--- config.mk ---
export PLATFORM = sky130hd
export DESIGN_NAME = mstby_gate
export DESIGN_NICKNAME = d
export VERILOG_FILES = /design/src/rtl/mstby_pkg.sv /design/src/rtl/mstby_cfg_reg.sv /design/src/rtl/mstby_standby_ctl.sv /design/src/rtl/mstby_req_gate.sv /design/src/rtl/mstby_gate.sv
export SDC_FILE = /design/constraint.sdc
export NUM_CORES = 1
export LEC_CHECK = 0
export BUFFER_PORTS_ARGS = -buffer_cell sky130_fd_sc_hd__buf_4
export CAP_MARGIN = 10
export CORE_AREA = 4 4 41 43
export CTS_BUF_LIST = sky130_fd_sc_hd__clkbuf_4
export DETAILED_ROUTE_END_ITERATION = 10
export DIE_AREA = 0 0 45 47
export HOLD_SLACK_MARGIN = 0.03
export PLACE_DENSITY_LB_ADDON = 0.1
export SLEW_MARGIN = 20
export SYNTH_ARGS = -nofsm -noshare
export SYNTH_HDL_FRONTEND = slang
export SYNTH_SLANG_ARGS = --single-unit
--- constraint.sdc ---
create_clock -name clk -period 0.8 [get_ports clk]
set_input_delay 0.12 -clock clk [delete_from_list [all_inputs] [get_ports clk]]
set_output_delay 0.12 -clock clk [all_outputs]
set_load 0.05 [all_outputs]
--- src/rtl/mstby_pkg.sv ---
package mstby_pkg;
  localparam int CFG_W      = 16;
  localparam int FORCE_BIT  = 0;
  localparam int SIDLE_LO   = 3;
  localparam int MIDLE_LO   = 12;
  localparam int MODE_W     = 2;
  localparam logic [MODE_W-1:0] MODE_NO_STANDBY = 2'b01;

  typedef struct packed {
    logic              force_en;
    logic [MODE_W-1:0] sidle;
    logic [MODE_W-1:0] midle;
  } cfg_t;
endpackage

--- src/rtl/mstby_cfg_reg.sv ---
module mstby_cfg_reg
  import mstby_pkg::*;
#(
  parameter int W         = CFG_W,
  parameter int F_BIT     = FORCE_BIT,
  parameter int S_LO      = SIDLE_LO,
  parameter int M_LO      = MIDLE_LO,
  parameter bit FORCE_RST = 1'b1
) (
  input  logic         clk,
  input  logic         rst,
  input  logic         we,
  input  logic [W-1:0] wdata,
  output cfg_t         cfg,
  output logic [W-1:0] rdata
);
  localparam logic [W-1:0] FIELD_MASK =
    (W'(1) << F_BIT) | (W'(3) << S_LO) | (W'(3) << M_LO);

  cfg_t cfg_q;

  always_ff @(posedge clk) begin
    if (rst) begin
      cfg_q.force_en <= FORCE_RST;
      cfg_q.sidle    <= '0;
      cfg_q.midle    <= '0;
    end else if (we) begin
      cfg_q.force_en <= wdata[F_BIT];
      cfg_q.sidle    <= wdata[S_LO +: MODE_W];
      cfg_q.midle    <= wdata[M_LO +: MODE_W];
    end
  end

  always_comb begin
    rdata = '0;
    rdata[F_BIT]            = cfg_q.force_en;
    rdata[S_LO +: MODE_W]   = cfg_q.sidle;
    rdata[M_LO +: MODE_W]   = cfg_q.midle;
  end

  assign cfg = cfg_q;

  AST_UNUSED_ZERO: assert property (@(posedge clk) disable iff (rst)
    (rdata & ~FIELD_MASK) == '0);
endmodule

--- src/rtl/mstby_standby_ctl.sv ---
module mstby_standby_ctl
  import mstby_pkg::*;
#(
  parameter logic [MODE_W-1:0] RELEASE_CODE = MODE_NO_STANDBY
) (
  input  logic              clk,
  input  logic              rst,
  input  logic              force_en,
  input  logic [MODE_W-1:0] midle,
  input  logic              core_idle,
  output logic              standby
);
  logic standby_q;
  logic release_ok;

  assign release_ok = !force_en && (midle == RELEASE_CODE) && !core_idle;

  always_ff @(posedge clk) begin
    if (rst) standby_q <= 1'b1;
    else     standby_q <= !release_ok;
  end

  assign standby = standby_q;

  AST_RESET_STANDBY: assert property (@(posedge clk) disable iff (rst)
    $past(rst) |-> standby);
  AST_RELEASE: assert property (@(posedge clk) disable iff (rst)
    (!force_en && midle == RELEASE_CODE && !core_idle) |=> !standby);
  AST_FORCE_HOLDS: assert property (@(posedge clk) disable iff (rst)
    force_en |=> standby);
  AST_MODE_HOLDS: assert property (@(posedge clk) disable iff (rst)
    (midle != RELEASE_CODE) |=> standby);
  AST_IDLE_HOLDS: assert property (@(posedge clk) disable iff (rst)
    core_idle |=> standby);
endmodule

--- src/rtl/mstby_req_gate.sv ---
module mstby_req_gate (
  input  logic standby,
  input  logic core_req,
  output logic mst_req
);
  assign mst_req = core_req & ~standby;
endmodule

--- src/rtl/mstby_gate.sv ---
module mstby_gate
  import mstby_pkg::*;
#(
  parameter int W = CFG_W
) (
  input  logic         clk,
  input  logic         rst,
  input  logic         cfg_we,
  input  logic [W-1:0] cfg_wdata,
  output logic [W-1:0] cfg_rdata,
  input  logic         core_idle_i,
  input  logic         core_req_i,
  output logic         standby_o,
  output logic         mst_req_o
);
  cfg_t cfg;
  logic standby;
  logic unused_sidle;

  mstby_cfg_reg #(.W(W)) u_cfg (
    .clk   (clk),
    .rst   (rst),
    .we    (cfg_we),
    .wdata (cfg_wdata),
    .cfg   (cfg),
    .rdata (cfg_rdata)
  );

  // The slave idle field only reaches read-back; it never steers standby.
  assign unused_sidle = ^cfg.sidle;

  mstby_standby_ctl u_stby (
    .clk       (clk),
    .rst       (rst),
    .force_en  (cfg.force_en),
    .midle     (cfg.midle),
    .core_idle (core_idle_i),
    .standby   (standby)
  );

  mstby_req_gate u_gate (
    .standby  (standby),
    .core_req (core_req_i),
    .mst_req  (mst_req_o)
  );

  assign standby_o = standby;

  AST_NO_REQ_IN_STANDBY: assert property (@(posedge clk) disable iff (rst)
    standby_o |-> !mst_req_o);
  AST_REQ_PASSES: assert property (@(posedge clk) disable iff (rst)
    (!standby_o && core_req_i) |-> mst_req_o);
endmodule

Word-level counts from Yosys, hierarchy flattened:

Cells that the tools add are included.

* flip-flop bits (word level): 6
* input port bits: 21
* output and inout port bits: 18
* word-level logic and storage cells: 12

* equal/unequal tests: 1
* bitwise gates (word level): 2
* reduce and logical (&&, ||, !) cells: 5

Operator list (number)
* 1-bit logical NOT: 3
* 2-bit by 1-bit == test with 1-bit output, second input constant: 1
* 1-bit logical AND: 2
* 1-bit bitwise AND: 1
* 1-bit inverter: 1

Depth between registers and ports, before layout:

Gate-level depths: netlist (run 1).

* depth after elaboration: 4
* mapped depth: 3
* depth with buffers taken out: 2

Hierarchy:

A second synthesis (run 1) with hierarchy kept.

* cells, all modules: 37
* area, all modules: 355.3 sq um

By module, submodules not included
* mstby_cfg_reg: times used 1, cells each 33, area an instance 307.8 sq um, sequential area each 100.1 sq um
* mstby_standby_ctl: times used 1, cells each 3, area an instance 33.8 sq um, sequential area each 20.0 sq um
* mstby_req_gate: times used 1, cells each 1, area an instance 13.8 sq um, sequential area each 0.0 sq um

Worst setup path after synthesis (run 1):

OpenSTA, ideal clock, no wires.

* path kind: register to output
* start point: register u_stby.standby_q, in the netlist u_stby.standby
* end point: output port mst_req_o
* arrival time: 1.228 ns
* data required time: 0.680 ns
* setup slack: -0.548 ns
* stages on the path, launching flop included: 2
* path buffers: 0
* cells stage by stage: dfxtp_1 > nor2b_1

* cells in the longest elaborated chain, start to end: 2

Ends and longest elaborated chain
* from (decl): RTL line mstby_standby_ctl.sv:13 `logic standby_q;`
* from (signal assigned): RTL line mstby_standby_ctl.sv:20 `else standby_q <= !release_ok;`
* 1-bit inverter: RTL line mstby_req_gate.sv:6 `assign mst_req = core_req & ~standby;`
* 1-bit bitwise AND: RTL line mstby_req_gate.sv:6
* to (decl): RTL line mstby_gate.sv:14 `output logic mst_req_o`

Every way passes these cells.

Worst setup path after layout (run 1):

Ends and elaborated chain as after synthesis.

==> results of run 1 <==
[cell families after synthesis]
kind of cell | after synthesis | synth area share [%]
buf+inv | 13 | 32.3
mux | 4 | 12.7
other cells | 1 | 1.19
flops | 6 | 38.2
simple gates | 8 | 12.7
compound gates | 1 | 2.79
[repair_timing]
item	in CTS	in global routing
buffers inserted	1	0
resized for setup	11	5
endpoints found under the setup margin	7	10
pin swaps	0	1
[sequential cells by signal, summed over array words and instances (netlist names)]
name            cells
u_cfg.cfg           5
u_stby.standby      1
[routing by layer]
metal	part of all wire, %	vias up	global-route usage (%)	wire length [um]
met5	0	-	0	0
met4	0	0	7.02	0
met3	16	0	4.21	106
met2	52	18	12.1	350
met1	32	109	7.08	220
li1	-	118	-	-
[where the power goes]
group | switching (mW) | internal [mW]
clock network | 0.116 | 0.223
registers | 0.0183 | 0.316
logic | 0.204 | 0.0960
[synthesized netlist by cell type]
master,count
sky130_fd_sc_hd__nand2_1,1
sky130_fd_sc_hd__buf_4,12
sky130_fd_sc_hd__conb_1,1
sky130_fd_sc_hd__a211o_1,1
sky130_fd_sc_hd__nor2_1,4
sky130_fd_sc_hd__buf_6,1
sky130_fd_sc_hd__mux2i_1,4
sky130_fd_sc_hd__nor4_1,1
sky130_fd_sc_hd__nor2b_2,1
sky130_fd_sc_hd__nor2b_1,1
sky130_fd_sc_hd__dfxtp_1,6
[path summary, 6_finish.rpt]
| path | endpoint | slack (ps) | from |
|---|---|---|---|
| min reg2reg | u_stby.standby | 490 | u_cfg.cfg[1] |
| max reg2reg | u_cfg.cfg[4] | 0 | u_cfg.cfg[4] |
| max | mst_req_o | -150 | u_stby.standby |
| min | u_cfg.cfg[0] | 80 | rst |
[final cells by class]
type	count	area, um^2	share of cell area [%]
Timing Repair Buffer	17	169	33.3
Multi-Input combinational cell	24	158	31.0
Sequential cell	6	133	26.1
Clock buffer	4	30.0	5.91
Tap cell	15	18.8	3.69
==> reports/results.tsv, run 1 <==
metric	value	unit
worstPathMaxFanout	2	
slowest_stage	sky130_fd_sc_hd__dfxtp_2	
grt_start_max_net_pins	7	
place.gp.congestion	0.651	
worstPathRequired	680	ps
worst-endpoint-arrival	830	ps
hold_worst_slack	83.7	ps
timing.max_cap.violations	0	
timing.hold.worst.class	in -> reg	
first_global_vias	257	
timing.final.setup_violations	7	
fin_total_pwr	0.973	mW
design.die.area	2120	um^2
max_freq	1060	MHz
grt_remaining_overflow	0	
critPathCaptureType	primary output	
dieHeight	47	um
antenna_left	0	
clk_pin_slew_worst_paths	50	ps
yosysTopAreaCell	sky130_fd_sc_hd__dfxtp_1	
critical_path.n_buffers_inverters	1	
clk_latency	240	ps
run_status	finished with violations	
cpPeakStageDelay	330	ps
finalSetupTns	-538	ps
placeableCoreArea	1300	um^2
diodes	0	
cp-start-kind	flip-flop	
fp-row-count	13	
grt_antenna_before_repair	0	
post_synth_instance_area	314	um^2
cts_bufs_inserted	3	
ctsHtreeMaxLevel	1	
path_delay_family	flip-flops	
timing_max_transition_violations_final	0	
drt_wl_total	677	um
drt-wirelength-per-cell	10.3	um
clockRootBuffer	sky130_fd_sc_hd__clkbuf_4	
synth_area_leaders	sky130_fd_sc_hd__dfxtp_1, sky130_fd_sc_hd__buf_4, sky130_fd_sc_hd__mux2i_1	
yosysWarningCount	0	
fin_crit	946	ps
cts.hold.buffers_added	0	
placement.setup.worst_slack	26.6	ps
detail_route.first_pass.iterations	1	
grt_util_all_layers	7.67	%
r2r_cells	2	
final_cell_area	508	um^2
final_layout_size_suffix_gt1_share	58.8	%
cell_by_cell_listing_of_the_critical_path	nor2b_4 -> buf_6	
violations_in_the_final_reports	setup timing	
place.detailed.instances	61	
syn_area_cell	9.52	um^2
timing_hold_violations_final	0	
clkSinkCount	6	
top_level_ports	39	
cts_tree	built	
final.period_utilization	118	%
postSynthRegisterBits	6	
synth.lib_cells_used.distinct	11	
first_pass_grt_wire_length	1.09	mm
die_width	45	um
fillerInstances	138	
finalNetCount	73	
timing.setup.critical_path_class	reg -> out	
synth_cells	33	
final_core_util	39.0	%
layout.cells.most_common_list	sky130_fd_sc_hd__conb_1, sky130_fd_sc_hd__buf_4, sky130_fd_sc_hd__buf_8	
rsz0062_at_grt	yes	
synth_largest_type_area_fraction	38.2	%
cell_leakage_power	0.252	nW
whs_path_cells	2	
start_util	24.1	%
drt_first_iter_violations	0	
cellPowerDensity	1920	nW/um^2
fin_cells	66	
numPortBuffers	16	
drc	0	
timing.critical_path.depth	2	
place_area	405	um^2
area_delta_synth_final	61.8	%
synth.yosys.seq_area_share	38.2	%
final.setup.worst_slack	-146	ps
clk_path_buf_depth	2	
vias_per_cell	3.71	
ir_worst_vdd	0.697	mV
vias	245	
clock_skew	2.39	ps
(Power assumes the default switching activity.)
==> run 2: changes to the inputs <==
--- a/config.mk
+++ b/config.mk
@@ -12,7 +12,7 @@
 export DETAILED_ROUTE_END_ITERATION = 10
 export DIE_AREA = 0 0 45 47
 export HOLD_SLACK_MARGIN = 0.03
-export PLACE_DENSITY_LB_ADDON = 0.1
+export PLACE_DENSITY = 0.75
 export SLEW_MARGIN = 20
 export SYNTH_ARGS = -nofsm -noshare
 export SYNTH_HDL_FRONTEND = slang
==> run 2 against run 1 <==
Compared with the run above: the run still ends with setup timing left; cell area shrank 1.7%; clock skew rose by 1.8 ps; worst hold slack got worse by 15 ps; global-route usage down 0.70 points; combinational power is essentially flat; sequential power about the same; largest power group unchanged; highest routed layer unchanged.
==> reports/results.tsv, run 2 (synthesis gave the netlist of run 1 again) <==
metric	value	unit	change
design.die.area	2120	um^2	unchanged
largest_register_ff_count	5		unchanged
cts_bufs_inserted	3		unchanged
fp-row-count	13		unchanged
place.detailed.instances	61		unchanged
cellPowerDensity	1940	nW/um^2	was 1920 nW/um^2
worst-endpoint-arrival	840	ps	was 830 ps
antenna_left	0		unchanged
final_layout_size_suffix_gt1_share	58.8	%	unchanged
cts_tree	built		unchanged
drt-wirelength-per-cell	10.7	um	was 10.3 um
rsz0062_at_grt	yes		unchanged
fin_total_pwr	0.970	mW	was 0.973 mW
diodes	0		unchanged
worst_hold_startpoint	core_idle_i		was rst
critPathCaptureType	primary output		unchanged
vias	240		was 245
drt_first_iter_violations	0		unchanged
final.setup.worst_slack	-155	ps	was -146 ps
clk_path_buf_depth	2		unchanged
grt_util_all_layers	6.98	%	was 7.67%
grt_remaining_overflow	0		unchanged
cpPeakStageDelay	330	ps	about the same
grt_start_max_net_pins	7		unchanged
ctsHtreeMaxLevel	1		unchanged
clkSinkCount	6		unchanged
worstPathRequired	680	ps	about the same
final.period_utilization	119	%	was 118%
first_pass_grt_wire_length	959	um	was 1.09 mm
timing.hold.worst.class	in -> reg		unchanged
combined_area_of_the_multi_input_logic_cells	149	um^2	was 158 um^2
clk_latency	240	ps	about the same
rr_startpoint	u_cfg.cfg[4]		unchanged
run_status	finished with violations		unchanged
cell_leakage_power	0.252	nW	about the same
layout.cells.most_common_list	sky130_fd_sc_hd__conb_1, sky130_fd_sc_hd__buf_4, sky130_fd_sc_hd__buf_8		unchanged
hold_worst_slack	68.5	ps	was 83.7 ps
finalSetupTns	-579	ps	was -538 ps
timing.setup.critical_path_class	reg -> out		unchanged
max_freq	1050	MHz	was 1060 MHz
vias_per_cell	3.64		was 3.71
timing.final.setup_violations	8		was 7
ir_worst_vdd	0.469	mV	was 0.697 mV
timing.max_cap.violations	0		unchanged
crit_path_start	u_stby.standby		unchanged
detail_route.first_pass.iterations	1		unchanged
ff_latch_area	133	um^2	unchanged
top_level_ports	39		unchanged
place_area	405	um^2	unchanged
fin_crit	955	ps	was 946 ps
drc	0		unchanged
place.gp.congestion	0.646		was 0.651
numPortBuffers	16		unchanged
worstPathMaxFanout	2		unchanged
slowest_stage	sky130_fd_sc_hd__dfxtp_2		unchanged
grt_antenna_before_repair	0		unchanged
final_core_util	38.4	%	was 39.0%
clk_pin_slew_worst_paths	50	ps	about the same
start_util	24.1	%	unchanged
placeableCoreArea	1300	um^2	unchanged
fillerInstances	134		was 138
placement.setup.worst_slack	24.6	ps	was 26.6 ps
clock_skew	4.16	ps	was 2.39 ps
cp-start-kind	flip-flop		unchanged
die_width	45	um	unchanged
final_cell_area	499	um^2	was 508 um^2
timing_max_transition_violations_final	0		unchanged
cell_by_cell_listing_of_the_critical_path	nor2b_4 -> buf_6		unchanged
cts.hold.buffers_added	0		unchanged
finalNetCount	73		unchanged
timing_hold_violations_final	0		unchanged
area_delta_synth_final	59.0	%	was 61.8%
clockRootBuffer	sky130_fd_sc_hd__clkbuf_4		unchanged
drt_wl_total	703	um	was 677 um
violations_in_the_final_reports	setup timing		unchanged
fin_cells	66		unchanged
dieHeight	47	um	unchanged
first_global_vias	227		was 257
[run 2: where the power goes]
part           internal [mW]  total [mW]  switching [mW]  leakage [nW]
Combinational         0.0944       0.297           0.202         0.183
Sequential             0.316       0.333          0.0169        0.0508
Clock                  0.223       0.340           0.117        0.0184
[run 2: worst paths after layout]
check,endpoint,slack [ps],cells after the start
worst max-delay path,mst_req_o,-160,2
worst min-delay path,u_stby.standby,70,3
worst max register to register,u_cfg.cfg[4],-30,2
worst min register to register,u_stby.standby,480,2
[run 2: timing repair]
action | in CTS | in global routing
pin swaps | 0 | 1
resized for setup | 10 | 5
endpoints found under the setup margin | 7 | 9
setup buffers | 1 | 0
[run 2: cell type report]
cell class | count | share of cell area [%]
timing repair buffer | 17 | 33.8
multi-input combinational | 24 | 29.8
sequential | 6 | 26.6
clock buffer | 4 | 6.02
tap | 15 | 3.76
[run 2: layer usage]
layer,GRT usage [%],part of all wire (%),vias to the layer above,wire (um)
li1,-,-,118,-
met1,5.75,31,108,217
met2,12.4,58,14,405
met3,3.83,11,0,80
met4,5.26,0,0,0
met5,0,0,-,0
[run 2: critical path: cells and delay by family, from the launching register on]
kind                   cells  cell delay, ps
DFF                        1             330
buffers and inverters      1             160
and+or+nand+nor            1             100
==> run 3: changes to the inputs <==
--- a/config.mk
+++ b/config.mk
@@ -13,6 +13,7 @@
 export DIE_AREA = 0 0 45 47
 export HOLD_SLACK_MARGIN = 0.03
 export PLACE_DENSITY = 0.75
+export SETUP_SLACK_MARGIN = 0.5
 export SLEW_MARGIN = 20
 export SYNTH_ARGS = -nofsm -noshare
 export SYNTH_HDL_FRONTEND = slang
==> run 3 against run 2 <==
Compared with the run above: the flow still finishes with violations (setup timing); setup slack worse by 8.7 ps; critical path depth stayed put; maximum frequency is 0.91% lower; via count is 3.8% higher; global-route usage is 0.26 points lower; first-iteration DRC count is 3 higher; wire length is 0.43% higher; sequential power is 2% lower; worst hold slack better by 6.2 ps; combinational power is 5% higher; clock skew is 6.3 ps higher; cell area is 6.8% higher; largest cell class unchanged; largest power group unchanged.
==> reports/results.tsv, run 3 (synthesis gave the netlist of run 1 again) <==
metric	value	unit	change
grt_remaining_overflow	0		unchanged
clockRootBuffer	sky130_fd_sc_hd__clkbuf_4		unchanged
timing_max_transition_violations_final	0		unchanged
final.period_utilization	121	%	was 119%
r2r_slack	-10	ps	was -30 ps
clock_skew	10.5	ps	was 4.16 ps
detail_route.first_pass.iterations	2		was 1
switching_power_share_of_the_total	34.6	%	was 34.7%
gr-max-usage-layer	met2		unchanged
clk_pin_slew_worst_paths	50	ps	about the same
cts.hold.buffers_added	0		unchanged
combPwrFrac	32.1	%	was 30.6%
dpl.hpwl	540	um	
largest_register_ff_count	5		unchanged
die_width	45	um	unchanged
grt_start_max_net_pins	7		unchanged
gr-usage-met1	5.69	%	was 5.75%
path_delay_family	flip-flops		unchanged
numPortBuffers	16		unchanged
area_delta_synth_final	69.7	%	was 59.0%
timing.max_cap.violations	0		unchanged
clk_latency	240	ps	about the same
global_route_track_usage_on_met3	3.45	%	was 3.83%
fp-row-count	13		unchanged
drt_first_iter_violations	3		was 0
slowest_stage	sky130_fd_sc_hd__dfxtp_4		was sky130_fd_sc_hd__dfxtp_2
timing.hold.worst.class	in -> reg		unchanged
cts_tree	built		unchanged
antenna_left	0		unchanged
final_core_util	41.0	%	was 38.4%
cpPeakStageDelay	340	ps	was 330 ps
crit_path_start	u_stby.standby		unchanged
cell_leakage_power	0.261	nW	was 0.252 nW
ctsHtreeMaxLevel	1		unchanged
timing_hold_violations_final	0		unchanged
whs_path_cells	3		unchanged
drc	0		unchanged
grt_util_met2	11.9	%	was 12.4%
critical_path.reg2reg.endpoint	u_cfg.cfg[4]		unchanged
finalNetCount	74		was 73
cts_bufs_inserted	3		unchanged
top_level_ports	39		unchanged
vias	249		was 240
hold_path_end	u_stby.standby		unchanged
p_int	0.633	mW	was 0.634 mW
violations_in_the_final_reports	setup timing		unchanged
clk_path_buf_depth	2		unchanged
cell_by_cell_listing_of_the_critical_path	nor2b_4 -> buf_6		unchanged
critical_path.n_buffers_inverters	1		unchanged
share_of_power_burned_in_registers	33.5	%	was 34.3%
power_switching	0.335	mW	was 0.336 mW
worst_hold_startpoint	core_idle_i		unchanged
final_layout_size_suffix_gt1_share	59.6	%	was 58.8%
r2r_cells	2		unchanged
worstPathRequired	680	ps	about the same
first_global_vias	240		was 227
share_clk_of_total_power	34.4	%	was 35.1%
final.setup.worst_slack	-164	ps	was -155 ps
run_status	finished with violations		unchanged
rr_startpoint	u_cfg.cfg[4]		unchanged
max_freq	1040	MHz	was 1050 MHz
rsz0062_at_grt	yes		unchanged
fillerInstances	143		was 134
clkSinkCount	6		unchanged
layout.cells.most_common_list	sky130_fd_sc_hd__conb_1, sky130_fd_sc_hd__buf_4, sky130_fd_sc_hd__dfxtp_4		was sky130_fd_sc_hd__conb_1, sky130_fd_sc_hd__buf_4, sky130_fd_sc_hd__buf_8
critPathCaptureType	primary output		unchanged
cellPowerDensity	1820	nW/um^2	was 1940 nW/um^2
worst-endpoint-arrival	840	ps	about the same
dieHeight	47	um	unchanged
grt_antenna_before_repair	0		unchanged
drt_wl_total	706	um	was 703 um
start_util	24.1	%	unchanged
diodes	0		unchanged
place.gp.congestion	0.596		was 0.646
worstPathMaxFanout	2		unchanged
timing.setup.critical_path_class	reg -> out		unchanged
ir_worst_vdd	0.722	mV	was 0.469 mV
vias_per_cell	3.72		was 3.64
first_pass_grt_wire_length	924	um	was 959 um
placement.setup.worst_slack	9.59	ps	was 24.6 ps
design.die.area	2120	um^2	unchanged
fin_crit	964	ps	was 955 ps
layout.cells.most_common	sky130_fd_sc_hd__conb_1		
drt-wirelength-per-cell	10.5	um	was 10.7 um
cp-start-kind	flip-flop		unchanged
placeableCoreArea	1300	um^2	unchanged
grt_util_all_layers	6.72	%	was 6.98%
timing.final.setup_violations	8		unchanged
[run 3: cell count changes in the layout (fill, tap and decap cells not counted), sizes merged]
cell | before | now
buf | 17 | 18
[run 3: tightest hold or removal path: cells and delay by family]
family	cells	cell delay, ps
AND/OR/NAND/NOR	2	80
buffers and inverters	1	90
[run 3: worst max path at each step]
stage,end,slack [ps],cells past startpoint
after floorplan,mst_req_o,-10,1
after global placement,u_cfg.cfg[4],30,2
final,mst_req_o,-160,2
after detailed placement,u_cfg.cfg[4],10,2
after global routing,mst_req_o,-200,2
after CTS,mst_req_o,-180,2
[run 3: repair_timing]
item,4_1_cts,5_1_grt
setup buffers,1,1
resized for setup,14,3
pin swaps,1,3
setup endpoints to repair,13,13
[run 3: cell type report]
cell class,count,area [um^2],share of cell area [%]
flip-flops and latches,6,143,26.8
repair buffers,18,184,34.5
multi-input cells,24,158,29.6
clock buffers,4,30.0,5.63
well taps,15,18.8,3.52
[run 3: through the flow]
stage                     hold slack (ps)  cells  power (mW)  instance area, um^2  setup TNS [ps]
after floorplan                       183     43       0.578                  383           -12.2
after global placement                316     61       0.587                  417               0
after detailed placement              326     61       0.590                  417               0
after CTS                            61.7     66       0.975                  510            -627
after global routing                 80.6     67        1.03                  533            -796
final                                74.7     67       0.969                  533            -543
[run 3: power by group through the flow]
stage	registers [mW]	logic (mW)	clock network, mW
2_1_floorplan	0.367	0.210	0
3_3_place_gp	0.324	0.263	0
3_5_place_dp	0.324	0.265	0
4_1_cts	0.326	0.299	0.350
5_1_grt	0.326	0.325	0.374
6_report	0.325	0.311	0.333
[run 3: layer usage]
metal  vias up  share of wire (%)
li1        121                  -
met1       117                 29
met2        11                 60
met3         0                 11
met4         0                  0
met5         -                  0
